`src/rtl/zxw_pkg.sv`:
```
package zxw_pkg;
  localparam int unsigned NUM_CH   = 6;
  localparam int unsigned TMO_W    = 16;
  localparam int unsigned DATA_W   = 16;
  localparam int unsigned FLAG_LSB = 3;  // flag field sits at status bits [8:3]
  localparam logic [TMO_W-1:0] TMO_RST = 16'hFFFF;

  typedef enum logic [1:0] {
    ADDR_TMO  = 2'd0,
    ADDR_MASK = 2'd1,
    ADDR_CLR  = 2'd2,
    ADDR_RSVD = 2'd3
  } zxw_addr_e;
endpackage

```
`src/rtl/zxw_prescaler.sv`:
```
module zxw_prescaler #(
  parameter int unsigned DIV = 15625
) (
  input  logic clk_i,
  input  logic rst_ni,
  input  logic en_i,
  output logic tick_o
);
  localparam int unsigned CW = (DIV > 1) ? $clog2(DIV) : 1;
  localparam logic [CW-1:0] LAST = CW'(DIV - 1);

  generate
    if (DIV <= 1) begin : g_bypass
      assign tick_o = en_i;
    end else begin : g_div
      logic [CW-1:0] cnt_q;

      always_ff @(posedge clk_i or negedge rst_ni) begin
        if (!rst_ni)          cnt_q <= '0;
        else if (!en_i)       cnt_q <= '0;
        else if (cnt_q == LAST) cnt_q <= '0;
        else                  cnt_q <= cnt_q + 1'b1;
      end

      assign tick_o = en_i && (cnt_q == LAST);

      // ticks are never back to back when dividing
      tick_gap_chk: assert property (@(posedge clk_i) disable iff (!rst_ni)
        tick_o |=> !tick_o);
    end
  endgenerate
endmodule

```
`src/rtl/zxw_regs.sv`:
```
module zxw_regs
  import zxw_pkg::*;
(
  input  logic              clk_i,
  input  logic              rst_ni,
  input  logic              wr_en_i,
  input  logic [1:0]        wr_addr_i,
  input  logic [DATA_W-1:0] wr_data_i,
  output logic [TMO_W-1:0]  tmo_o,
  output logic              tmo_wr_o,
  output logic [TMO_W-1:0]  tmo_new_o,
  output logic [NUM_CH-1:0] mask_o,
  output logic [NUM_CH-1:0] clr_o
);
  logic sel_tmo, sel_mask, sel_clr;

  assign sel_tmo  = wr_en_i && (wr_addr_i == ADDR_TMO);
  assign sel_mask = wr_en_i && (wr_addr_i == ADDR_MASK);
  assign sel_clr  = wr_en_i && (wr_addr_i == ADDR_CLR);

  always_ff @(posedge clk_i or negedge rst_ni) begin
    if (!rst_ni) begin
      tmo_o  <= TMO_RST;
      mask_o <= '0;
    end else begin
      if (sel_tmo)  tmo_o  <= wr_data_i[TMO_W-1:0];
      if (sel_mask) mask_o <= wr_data_i[FLAG_LSB +: NUM_CH];
    end
  end

  assign tmo_wr_o  = sel_tmo;
  assign tmo_new_o = wr_data_i[TMO_W-1:0];
  assign clr_o     = sel_clr ? wr_data_i[FLAG_LSB +: NUM_CH] : '0;

  // timeout register takes the written value on the next cycle
  tmo_load_chk: assert property (@(posedge clk_i) disable iff (!rst_ni)
    tmo_wr_o |=> (tmo_o == $past(tmo_new_o)));
endmodule

```
`src/rtl/zxw_chan_timer.sv`:
```
module zxw_chan_timer
  import zxw_pkg::*;
(
  input  logic             clk_i,
  input  logic             rst_ni,
  input  logic             tick_i,
  input  logic             zx_i,
  input  logic             tmo_wr_i,
  input  logic [TMO_W-1:0] tmo_new_i,
  input  logic [TMO_W-1:0] tmo_i,
  input  logic             clr_i,
  output logic             flag_o
);
  logic [TMO_W-1:0] cnt_q;
  logic [TMO_W-1:0] load_val;
  logic             load;
  logic             expire;

  assign load     = zx_i || tmo_wr_i;
  assign load_val = tmo_wr_i ? tmo_new_i : tmo_i;
  // reload beats an expiring tick in the same cycle
  assign expire   = tick_i && !load && (cnt_q == TMO_W'(1));

  always_ff @(posedge clk_i or negedge rst_ni) begin
    if (!rst_ni)                    cnt_q <= TMO_RST;
    else if (load)                  cnt_q <= load_val;
    else if (tick_i && cnt_q != '0) cnt_q <= cnt_q - 1'b1;
  end

  // set wins over a same-cycle clear
  always_ff @(posedge clk_i or negedge rst_ni) begin
    if (!rst_ni)     flag_o <= 1'b0;
    else if (expire) flag_o <= 1'b1;
    else if (clr_i)  flag_o <= 1'b0;
  end

  // an expired counter holds zero until reloaded
  stuck_zero_chk: assert property (@(posedge clk_i) disable iff (!rst_ni)
    (cnt_q == '0 && !load) |=> (cnt_q == '0));

  // flag is sticky without a clear
  flag_sticky_chk: assert property (@(posedge clk_i) disable iff (!rst_ni)
    (flag_o && !clr_i) |=> flag_o);

  // zero timeout never raises a flag
  zero_tmo_chk: assert property (@(posedge clk_i) disable iff (!rst_ni)
    (tmo_i == '0 && !tmo_wr_i && !flag_o) |=> !flag_o);

  // a flag only rises on a tick
  flag_on_tick_chk: assert property (@(posedge clk_i) disable iff (!rst_ni)
    $rose(flag_o) |-> $past(tick_i));
endmodule

```
`src/rtl/zxw_top.sv`:
```
module zxw_top
  import zxw_pkg::*;
#(
  parameter int unsigned TICK_DIV = 15625
) (
  input  logic              clk_i,
  input  logic              rst_ni,
  input  logic              tick_en_i,
  input  logic [NUM_CH-1:0] zx_i,
  input  logic              wr_en_i,
  input  logic [1:0]        wr_addr_i,
  input  logic [DATA_W-1:0] wr_data_i,
  output logic [NUM_CH-1:0] flags_o,
  output logic              irq_no
);
  logic              tick;
  logic [TMO_W-1:0]  tmo;
  logic              tmo_wr;
  logic [TMO_W-1:0]  tmo_new;
  logic [NUM_CH-1:0] mask;
  logic [NUM_CH-1:0] clr;

  zxw_prescaler #(.DIV(TICK_DIV)) u_presc (
    .clk_i  (clk_i),
    .rst_ni (rst_ni),
    .en_i   (tick_en_i),
    .tick_o (tick)
  );

  zxw_regs u_regs (
    .clk_i     (clk_i),
    .rst_ni    (rst_ni),
    .wr_en_i   (wr_en_i),
    .wr_addr_i (wr_addr_i),
    .wr_data_i (wr_data_i),
    .tmo_o     (tmo),
    .tmo_wr_o  (tmo_wr),
    .tmo_new_o (tmo_new),
    .mask_o    (mask),
    .clr_o     (clr)
  );

  generate
    for (genvar k = 0; k < NUM_CH; k++) begin : g_ch
      zxw_chan_timer u_tmr (
        .clk_i     (clk_i),
        .rst_ni    (rst_ni),
        .tick_i    (tick),
        .zx_i      (zx_i[k]),
        .tmo_wr_i  (tmo_wr),
        .tmo_new_i (tmo_new),
        .tmo_i     (tmo),
        .clr_i     (clr[k]),
        .flag_o    (flags_o[k])
      );
    end
  endgenerate

  assign irq_no = ~|(flags_o & mask);
endmodule

```
`config.mk`:
```
export PLATFORM = sky130hd
export DESIGN_NAME = zxw_top
export DESIGN_NICKNAME = d
export VERILOG_FILES = /design/src/rtl/zxw_pkg.sv /design/src/rtl/zxw_prescaler.sv /design/src/rtl/zxw_regs.sv /design/src/rtl/zxw_chan_timer.sv /design/src/rtl/zxw_top.sv
export SDC_FILE = /design/constraint.sdc
export NUM_CORES = 1
export LEC_CHECK = 0
export ABC_AREA = 1
export ABC_CLOCK_PERIOD_IN_PS = 2000
export BUFFER_PORTS_ARGS = -buffer_cell sky130_fd_sc_hd__buf_2
export CAP_MARGIN = 20
export CORE_AREA = 2 2 132 134
export DETAILED_ROUTE_END_ITERATION = 7
export DIE_AREA = 0 0 134 136
export HOLD_SLACK_MARGIN = 0.15
export PLACE_DENSITY = 0.73
export SKIP_CTS_REPAIR_TIMING = 1
export SLEW_MARGIN = 20
export SYNTH_ARGS = -nofsm -noshare
export SYNTH_HDL_FRONTEND = slang
export SYNTH_SLANG_ARGS = --single-unit
```
`constraint.sdc`:
```
create_clock -name clk_i -period 2 [get_ports clk_i]
set_clock_uncertainty 0.15 [all_clocks]
set_input_delay 0.1 -clock clk_i [delete_from_list [all_inputs] [get_ports clk_i]]
set_output_delay 0.1 -clock clk_i [all_outputs]
set_load 0.01 [all_outputs]
```
Word level (Yosys, flattened, before mapping)
Cells that the tools add are included.
W data, S select, Z words.

word-level totals
  word-level logic and storage cells = 115
  input bits = 28
  bits in registers = 138
  output and inout port bits = 7

cells by class
  muxes and demuxes = 28
  bitwise gates (word level) = 1
  add/subtract/negate cells = 7
  reduce and logical (&&, ||, !) cells = 55
  eq/ne operators = 9

operators by type and width
  operator                 number
  $mux W16                 13
  $eq A16 B1 Y1 const B    6
  $reduce_bool A16 Y1      6
  $sub A16 B1 Y16 const B  6
  $mux W14                 2
  $reduce_bool A2 Y1       12
  $logic_and A1 B1 Y1      22
  $add A14 B1 Y14 const B  1
  $eq A14 B14 Y1 const B   1
  $mux W1                  12
  $logic_not A1 Y1         7
  $and A6 B6 Y6            1
  $logic_or A1 B1 Y1       6
  $mux W6                  1
  $reduce_or A6 Y1         1
  $eq A2 B1 Y1 const B     1
  $eq A2 B2 Y1 const B     1
  $logic_not A2 Y1         1

Longest topological paths before layout
Gate-level depths: netlist of run 1.

  depth in word-level cells = 7
  mapped depth = 11
  depth with buffers taken out = 11

Cells and area by module
Synthesis of run 1 repeated with hierarchy kept, for this count alone.

unflattened totals
  cell total of the unflattened synthesis = 1438
  area total of the unflattened synthesis = 10523.8 um^2

modules (own cells, without submodules)
  module                              seq. area each (um^2)  instances  cells each  area an instance (um^2)
  zxw_chan_timer (g_ch[0].u_tmr ...)  445.4                  5          199         1432.6
  zxw_chan_timer (g_ch[5].u_tmr)      445.4                  1          200         1380.1
  zxw_regs                            570.5                  1          129         1117.3
  zxw_prescaler                       350.3                  1          101         812.0
  zxw_top                             0.0                    1          13          51.3

Least setup slack after synthesis of run 1
Ideal clock, no wire load.

  path type = register -> register
  start = register g_ch[3].u_tmr.cnt_q[0]
  end = register g_ch[3].u_tmr.cnt_q[13]
  arrival time = 1.566 ns
  cell stages (with the launch flop) = 10
  clock period less this slack = 1.799 ns
  slack = 0.201 ns
  library setup time = 0.082 ns
  data required time = 1.768 ns
  path buffers = 1
  cell sequence = dfstp_2 > inv_1 > ha_1 > nand2_1 > nor2_2 > nand2_1 > nand3_4 > buf_2 > nand3_1 > nand3_1

between the ends
  word-level cells in the longest chain between the ends = 3
  elaborated cells on any way between the ends = 6
  those cells by class = add/sub (1); mux (2); reduce/logical (3)

ends and longest elaborated chain
  element                                                 RTL line              text
  start: declaration                                      zxw_chan_timer.sv:14  logic [TMO_W-1:0] cnt_q;
  start signal: assignment                                zxw_chan_timer.sv:26  else if (load) cnt_q <= load_val;
  start signal: assignment                                zxw_chan_timer.sv:27  else if (tick_i && cnt_q != '0) cnt_q <= cnt_q - 1'b1;
  $sub A16 B1 Y16 or $reduce_bool A16 Y1 (tied branches)  zxw_chan_timer.sv:27
  $mux W16 or $logic_and A1 B1 Y1 (tied branches)         zxw_chan_timer.sv:27
  $mux W16 or $reduce_bool A2 Y1 (tied branches)          --

Several ways; a longest one is shown, not always the timed one. The select of a mux whose other input is x is not followed.
A chain may end at the register's enable or synchronous reset.

Worst setup path after layout of run 1
  start = register g_ch[2].u_tmr.flag_o
  end = output port irq_no

between the ends
  word-level cells in the longest chain between the ends = 3

ends and longest elaborated chain
  element                   RTL line              text
  start: declaration        zxw_chan_timer.sv:12  output logic flag_o
  start signal: assignment  zxw_chan_timer.sv:32  if (!rst_ni) flag_o <= 1'b0;
  start signal: assignment  zxw_chan_timer.sv:33  else if (expire) flag_o <= 1'b1;
  start signal: assignment  zxw_chan_timer.sv:34  else if (clr_i) flag_o <= 1'b0;
  $and A6 B6 Y6             zxw_top.sv:59         assign irq_no = ~|(flags_o & mask);
  $reduce_or A6 Y1          zxw_top.sv:59
  $logic_not A1 Y1          zxw_top.sv:59
  end: declaration          zxw_top.sv:14         output logic irq_no

No other way between the ends.

==> results of run 1 <==
==> synthesized netlist by cell type <==
cell type and count:
inv_2 8, a21oi_1 7, nand2_1 459, buf_6 5, nand3_4 5, o21ai_2 4
buf_1 5, o21ai_1 14, xor2_1 36, dfrtp_1 26, buf_4 13, nor2_8 2
a31oi_1 1, ha_1 14, o21bai_1 1, nor2_4 8, nor2_2 12, nand3_2 2
nand2_4 3, o21a_1 2, inv_1 105, clkbuf_1 4, nand3b_1 14, or2_2 3
buf_2 16, xnor2_1 13, nor2_1 165, clkinv_1 1, nand2_2 7, dfstp_2 112
o21ai_0 63, nor4_1 1, nand4_1 6, nor3_1 10, a221oi_1 1, nand3_1 191
==> critical path, delay by kind of cell, from the launching register on <==
family	cells	cell delay [ns]
flip-flops	1	0.43
AO/OA/AOI/OAI	1	0.36
AND/OR/NAND/NOR	2	0.23
buffers and inverters	1	0.21
==> kinds of logic after synthesis <==
kind of cell               after synthesis  share of synthesized area [%]
AOI/OAI and AO/OA                       93                           5.30
xor gates and xnor gates                49                           4.62
adders and majority gates               14                           1.89
buffers and inverters                  157                           7.49
DFF                                    138                           38.7
and+or+nand+nor                        888                           42.0
==> flip-flops by register name (all words and copies together), names as in the netlist <==
register	cells
g_ch.u_tmr.cnt_q	96
g_ch.u_tmr.flag_o	6
u_presc.g_div.cnt_q	14
u_regs.mask_o	6
u_regs.tmo_o	16
==> through the flow <==
stage                     hold WS [ns]   TNS, ns  area, um2
after floorplan                 -0.346         0       9290
after global placement          -0.188         0       9840
after detailed placement        -0.190         0       9840
after CTS                       -0.640         0      10400
after global routing             0.152  -0.00407      10900
final                            0.112         0      10900
==> worst max path at each step <==
stage	startpoint	end	slack [ns]
4_1_cts	g_ch[5].u_tmr.cnt_q[0]	g_ch[5].u_tmr.cnt_q[12]	0.006
2_1_floorplan	g_ch[3].u_tmr.cnt_q[0]	g_ch[3].u_tmr.cnt_q[13]	0.20
5_1_grt	g_ch[0].u_tmr.cnt_q[0]	g_ch[0].u_tmr.cnt_q[7]	-0.003
3_5_place_dp	wr_addr_i[0]	g_ch[1].u_tmr.cnt_q[1]	0.003
3_3_place_gp	wr_addr_i[0]	g_ch[1].u_tmr.cnt_q[1]	0.05
6_report	g_ch[2].u_tmr.flag_o	irq_no	0.1
==> cell type report <==
cell class                      count  area (um2)
Clock inverter                     11         146
Sequential cell                   138        3590
Tap cell                          225         282
Multi-Input combinational cell   1045        5060
Timing Repair Buffer              112         882
Inverter                          114         428
Clock buffer                       21         460
Fill cell                        1443        6020
==> layer usage <==
layer  share of wire, %  GRT usage [%]  up-vias
met3                7.3           5.29       77
met2                 45           45.3      337
met4                4.1           14.3        0
met1                 44           39.5     4187
met5                  0              0        -
li1                   -              -     4435
==> report_power, final <==
| part | total [mW] | switching [mW] | internal, mW | leakage (nW) |
|---|---|---|---|---|
| sequential | 4.06 | 0.488 | 3.58 | 1.52 |
| combinational | 2.75 | 1.76 | 0.994 | 3.31 |
| clock | 3.30 | 1.27 | 2.03 | 0.293 |
==> out/qor.txt, run 1 <==
====================================================================================
Total Die Area                                                             18200 um2
Yosys top cell by area                                                       dfstp_2
Hold/Removal Path Class                                                       in2reg
Sequential element share of the synthesized area                               38.7%
Routed len/inst                                                              15.9 um
Total global routing track utilization                                         29.2%
Number of nets in the synthesized netlist                                       1381
Row Count                                                                         48
Total number of vias                                                            9036
Buffer cell driving the clock tree root                                    clkbuf_16
Number of global-route vias before repair                                       8275
Least-Margin Pin Slew                                                       0.682 ns
Number of H-tree levels                                                            4
Final Max Slew Viols                                                               0
Worst setup timing slack at the placement stage                           0.00268 ns
Ant diodes                                                                         0
Relative slew slack                                                            54.4%
Area of the mapped netlist                                                  9290 um2
Most common library cell in the layout ignoring fill and taps                nand2_1
Cells after Synth                                                               1339
Post-route minimum period                                                    1.90 ns
Category of the worst setup path launch point                              flip-flop
Slowest library cell on the worst path                                       dfrtp_1
Max-cap viol count                                                                 0
Power density relative to cell area                                       931 nW/um2
Final worst-path cycle share                                                   95.1%
Number of antenna violations at the first check in global routing                  0
Startpoint of the lowest-slack hold path                                     wr_en_i
PnR worst setup slack                                                      0.0981 ns
Total clock sinks                                                                138
Average footprint of a synthesized cell                                     6.94 um2
Count of port buffers added during placement                                      34
Fraction of layout instances using a drive strength above 1                    20.3%
Maximum number of pins on one net before global-route repair                      68
Count of different cell masters after synthesis                                   36
Status                                                                     completed
Cell types occupying the most area after synthesis                      dfstp_2 (32%), nand2_1 (19%), nand3_1 (10%)
Total grt overflow                                                                 0
Synthesized flop and latch total                                                 138
Worst reg2reg path depth                                                           9
Worst R2R Setup Slack                                                         0.1 ns
Top Ports                                                                         35
Highest clock rate                                                           526 MHz
Detail-routed via count per cell                                                5.42
Count of non-filler cells in the finished layout                                1666
Count of final setup violators                                                     0
Yosys warning total                                                                0
DRC                                                                                0
Final Util                                                                     64.3%
Critical Setup Path Class                                                    reg2out
Insertion delay of the later-clocked pin in the worst-skew pair              0.43 ns
Area growth from synthesis to layout                                           16.8%
Total count of hold-check failures in the final report                             0
Max IR drop VDD                                                             0.858 mV
Detailed placement HPWL                                                      17.8 mm
DR pass1 iterations                                                                6
Global-route wire length before repair                                       41.3 mm
Net total in the final layout                                                   1470
Total clock buffers created by CTS                                                17
Cell depth of the worst hold path                                                  3
Final routed wirelength across all metal layers                              26.5 mm
Area of the placeable core                                                 16900 um2
Overall power                                                                10.1 mW
Crit Reg-Reg Startpoint                                                 g_ch[0].u_tmr.cnt_q[0]
Die width                                                                     134 um
Data arrival at the endpoint of the critical path                            1.65 ns
Worst EP required                                                            1.75 ns
Commonest cells after routing, fill and taps aside                      nand2_1 (454), nand3_1 (191), nor2_1 (165), dfstp_2 (112), inv_1 (104)
Maximum single-stage delay on the critical path                              0.43 ns
Clock tree from TritonCTS                                                      built
Clock-pin transition on the worst setup and hold timing paths                0.06 ns
Die extent in y                                                               136 um
Weighted congestion at the end of routability-driven global placement          0.943
Post-route ant nets                                                                0
Iter 0 DRT Violations                                                            847
Inst Count DP                                                                   1597
Cells along the critical path                                           nand2_1, nand4_1, a221oi_1, buf_2
Reported leakage power                                                       5.13 nW
Initial Utilization                                                            55.1%
R2r endpoint                                                            g_ch[0].u_tmr.cnt_q[11]
Maximum fanout count along the critical path                                       3
Nature of the critical path endpoint                                      output pin
Fraction of post-synthesis cell area in the top cell type by area              31.7%
Number of buffers on the longest clock path                                        2
End point of the worst hold path                                        u_regs.mask_o[5]
====================================================================================
No activity file was read; power rests on OpenSTA's default activity.
==> run 2, diff against run 1 <==
Settings changed: ABC_CLOCK_PERIOD_IN_PS 2000 to 1850.
Clock period 2 ns to 1.85 ns, I/O delays scaled along.
==> run 2 against run 1 <==
Largest power group unchanged. Register-to-register slack worse by 0.07 ns. Worst setup slack worse by 0.074 ns. Worst hold slack worse by 0.0020 ns. Flip-flop and latch count stayed put. Combinational power is 19% higher. Via count is 1.7% higher. Critical path depth is 6 higher.
==> out/qor.txt, run 2 (same netlist as run 1, synthesis figures left out) <==
====================================================================================
Status                                                                     completed
Startpoint of the lowest-slack hold path                                wr_data_i[2]
Number of buffers on the longest clock path                                        2
Routed len/inst                                                              16.0 um
Max IR drop VDD                                                             0.815 mV
Met3 Routed Length                                                           1.75 mm
Post-route ant nets                                                                0
Die extent in y                                                               136 um
Overall power                                                                11.1 mW
Met2 wire length                                                             12.6 mm
Crit Reg-Reg Startpoint                                                 u_presc.g_div.cnt_q[2]
Detail-routed via count per cell                                                5.39
Total global routing track utilization                                         29.9%
Area of the placeable core                                                 16900 um2
Top layer used by detailed routing                                              met5
Biggest registers after layout                                          g_ch.u_tmr.cnt_q x96, u_regs.tmo_o x16, u_presc.g_div.cnt_q x14
Most frequent cell on the critical path                                      nand2_2
Slowest library cell on the worst path                                       dfrtp_1
Data arrival at the endpoint of the critical path                            2.05 ns
Inst Count DP                                                                   1628
Cell depth of the worst hold path                                                  3
Final routed wirelength across all metal layers                              27.2 mm
Total clock sinks                                                                138
Maximum single-stage delay on the critical path                              0.39 ns
Crit. Startpoint                                                        u_presc.g_div.cnt_q[2]
Clock tree from TritonCTS                                                      built
Filler Cell Count                                                               1431
Row Count                                                                         48
Total clock buffers created by CTS                                                17
Fraction of layout instances using a drive strength above 1                    23.6%
Reported leakage power                                                       5.33 nW
Total count of hold-check failures in the final report                             0
Commonest cells after routing, fill and taps aside                      nand2_1 (443), nand3_1 (186), nor2_1 (161), dfstp_2 (112), inv_1 (102)
Final Max Slew Viols                                                               0
RSZ-0062 raised after global routing                                             yes
Category of the worst setup path launch point                              flip-flop
Worst EP required                                                            2.07 ns
Nature of the critical path endpoint                                       flip-flop
Insertion delay of the later-clocked pin in the worst-skew pair              0.44 ns
Most common library cell in the layout ignoring fill and taps                nand2_1
Dominant delay contributor by cell family on the critical path          simple AND/OR/NAND/NOR gates
Net total in the final layout                                                   1509
DRC                                                                                0
Weighted congestion at the end of routability-driven global placement          0.925
Final Util                                                                     67.0%
Highest clock rate                                                           548 MHz
Global-route wire length before repair                                       42.3 mm
Ant diodes                                                                         0
Relative slew slack                                                            62.7%
PnR worst setup slack                                                      0.0240 ns
Routed metal-1 wire length                                                   11.8 mm
Biggest register                                                        g_ch.u_tmr.cnt_q
Least-Margin Pin Slew                                                       0.554 ns
Detailed placement HPWL                                                      18.3 mm
Final worst-path cycle share                                                   98.7%
Total Die Area                                                             18200 um2
DR pass1 iterations                                                                5
Worst reg2reg path depth                                                          10
Total grt overflow                                                                 0
Count of port buffers added during placement                                      34
Count of buffering cells on the critical path with inverters included              2
Initial Utilization                                                            55.1%
Number of antenna violations at the first check in global routing                  1
Multi-input logic area                                                      5200 um2
Maximum number of pins on one net before global-route repair                      45
Number of global-route vias before repair                                       8230
Maximum fanout count along the critical path                                       8
Sequential cell area in the final layout                                    3590 um2
Worst setup timing slack at the placement stage                           -0.0296 ns
Count of non-filler cells in the finished layout                                1705
Buffer cell driving the clock tree root                                    clkbuf_16
Critical Setup Path Class                                                    reg2reg
Top Ports                                                                         35
Iter 0 DRT Violations                                                            811
Post-layout instance area                                                  11300 um2
Clock-pin transition on the worst setup and hold timing paths                0.06 ns
Cells along the critical path                                           inv_2, nand2_2, nor2_2, nand2_2, nor2_8, buf_12, nand3_4, nor2_4, nand2_1, nand3_2
Post-route minimum period                                                    1.83 ns
Hold/Removal Path Class                                                       in2reg
Placement-stage cell area                                                  10100 um2
Count of final setup violators                                                     0
Final hold slack                                                            0.110 ns
Setup TNS after final layout                                                    0 ns
Area growth from synthesis to layout                                           21.7%
Die width                                                                     134 um
Total number of vias                                                            9189
Max-cap viol count                                                                 0
WP depth                                                                          10
Flip-flop count of the largest register, all copies and words added               96
Power density relative to cell area                                       981 nW/um2
Number of H-tree levels                                                            4
====================================================================================
## run 2: area by class of cell
| cell class | count | share of cell area (%) |
|---|---|---|
| clock buffer | 19 | 3.92 |
| clock inverter | 13 | 1.26 |
| inverter | 114 | 3.78 |
| multi-input combinational | 1045 | 46.0 |
| sequential | 138 | 31.8 |
| tap | 225 | 2.49 |
| timing repair buffer | 151 | 10.8 |
## run 2: metal layers
layer,GRT usage (%),vias up
met2,46.8,302
met5,0,-
met3,6.82,74
met4,12.5,2
met1,40.0,4302
li1,-,4509
## run 2: tightest hold or removal path, stage by stage
cell     delay, ns
buf_2         0.11
o21ai_0       0.21
inv_1         0.21
## run 2: final timing paths
check,slack (ns),to
worst max-delay path,0.02,g_ch[4].u_tmr.cnt_q[14]
worst min-delay path,0.11,u_regs.tmo_o[2]
worst max register to register,0.02,g_ch[4].u_tmr.cnt_q[14]
worst min register to register,0.35,u_regs.mask_o[2]
max in group asynchronous,0.47,u_presc.g_div.cnt_q[13]
min in group asynchronous,0.31,g_ch[3].u_tmr.cnt_q[9]
## run 2: where the power goes
part / internal, mW / total [mW] / switching [mW]
Sequential: 3.86 / 4.38 / 0.516
Clock: 2.03 / 3.44 / 1.42
Combinational: 1.27 / 3.27 / 2.01
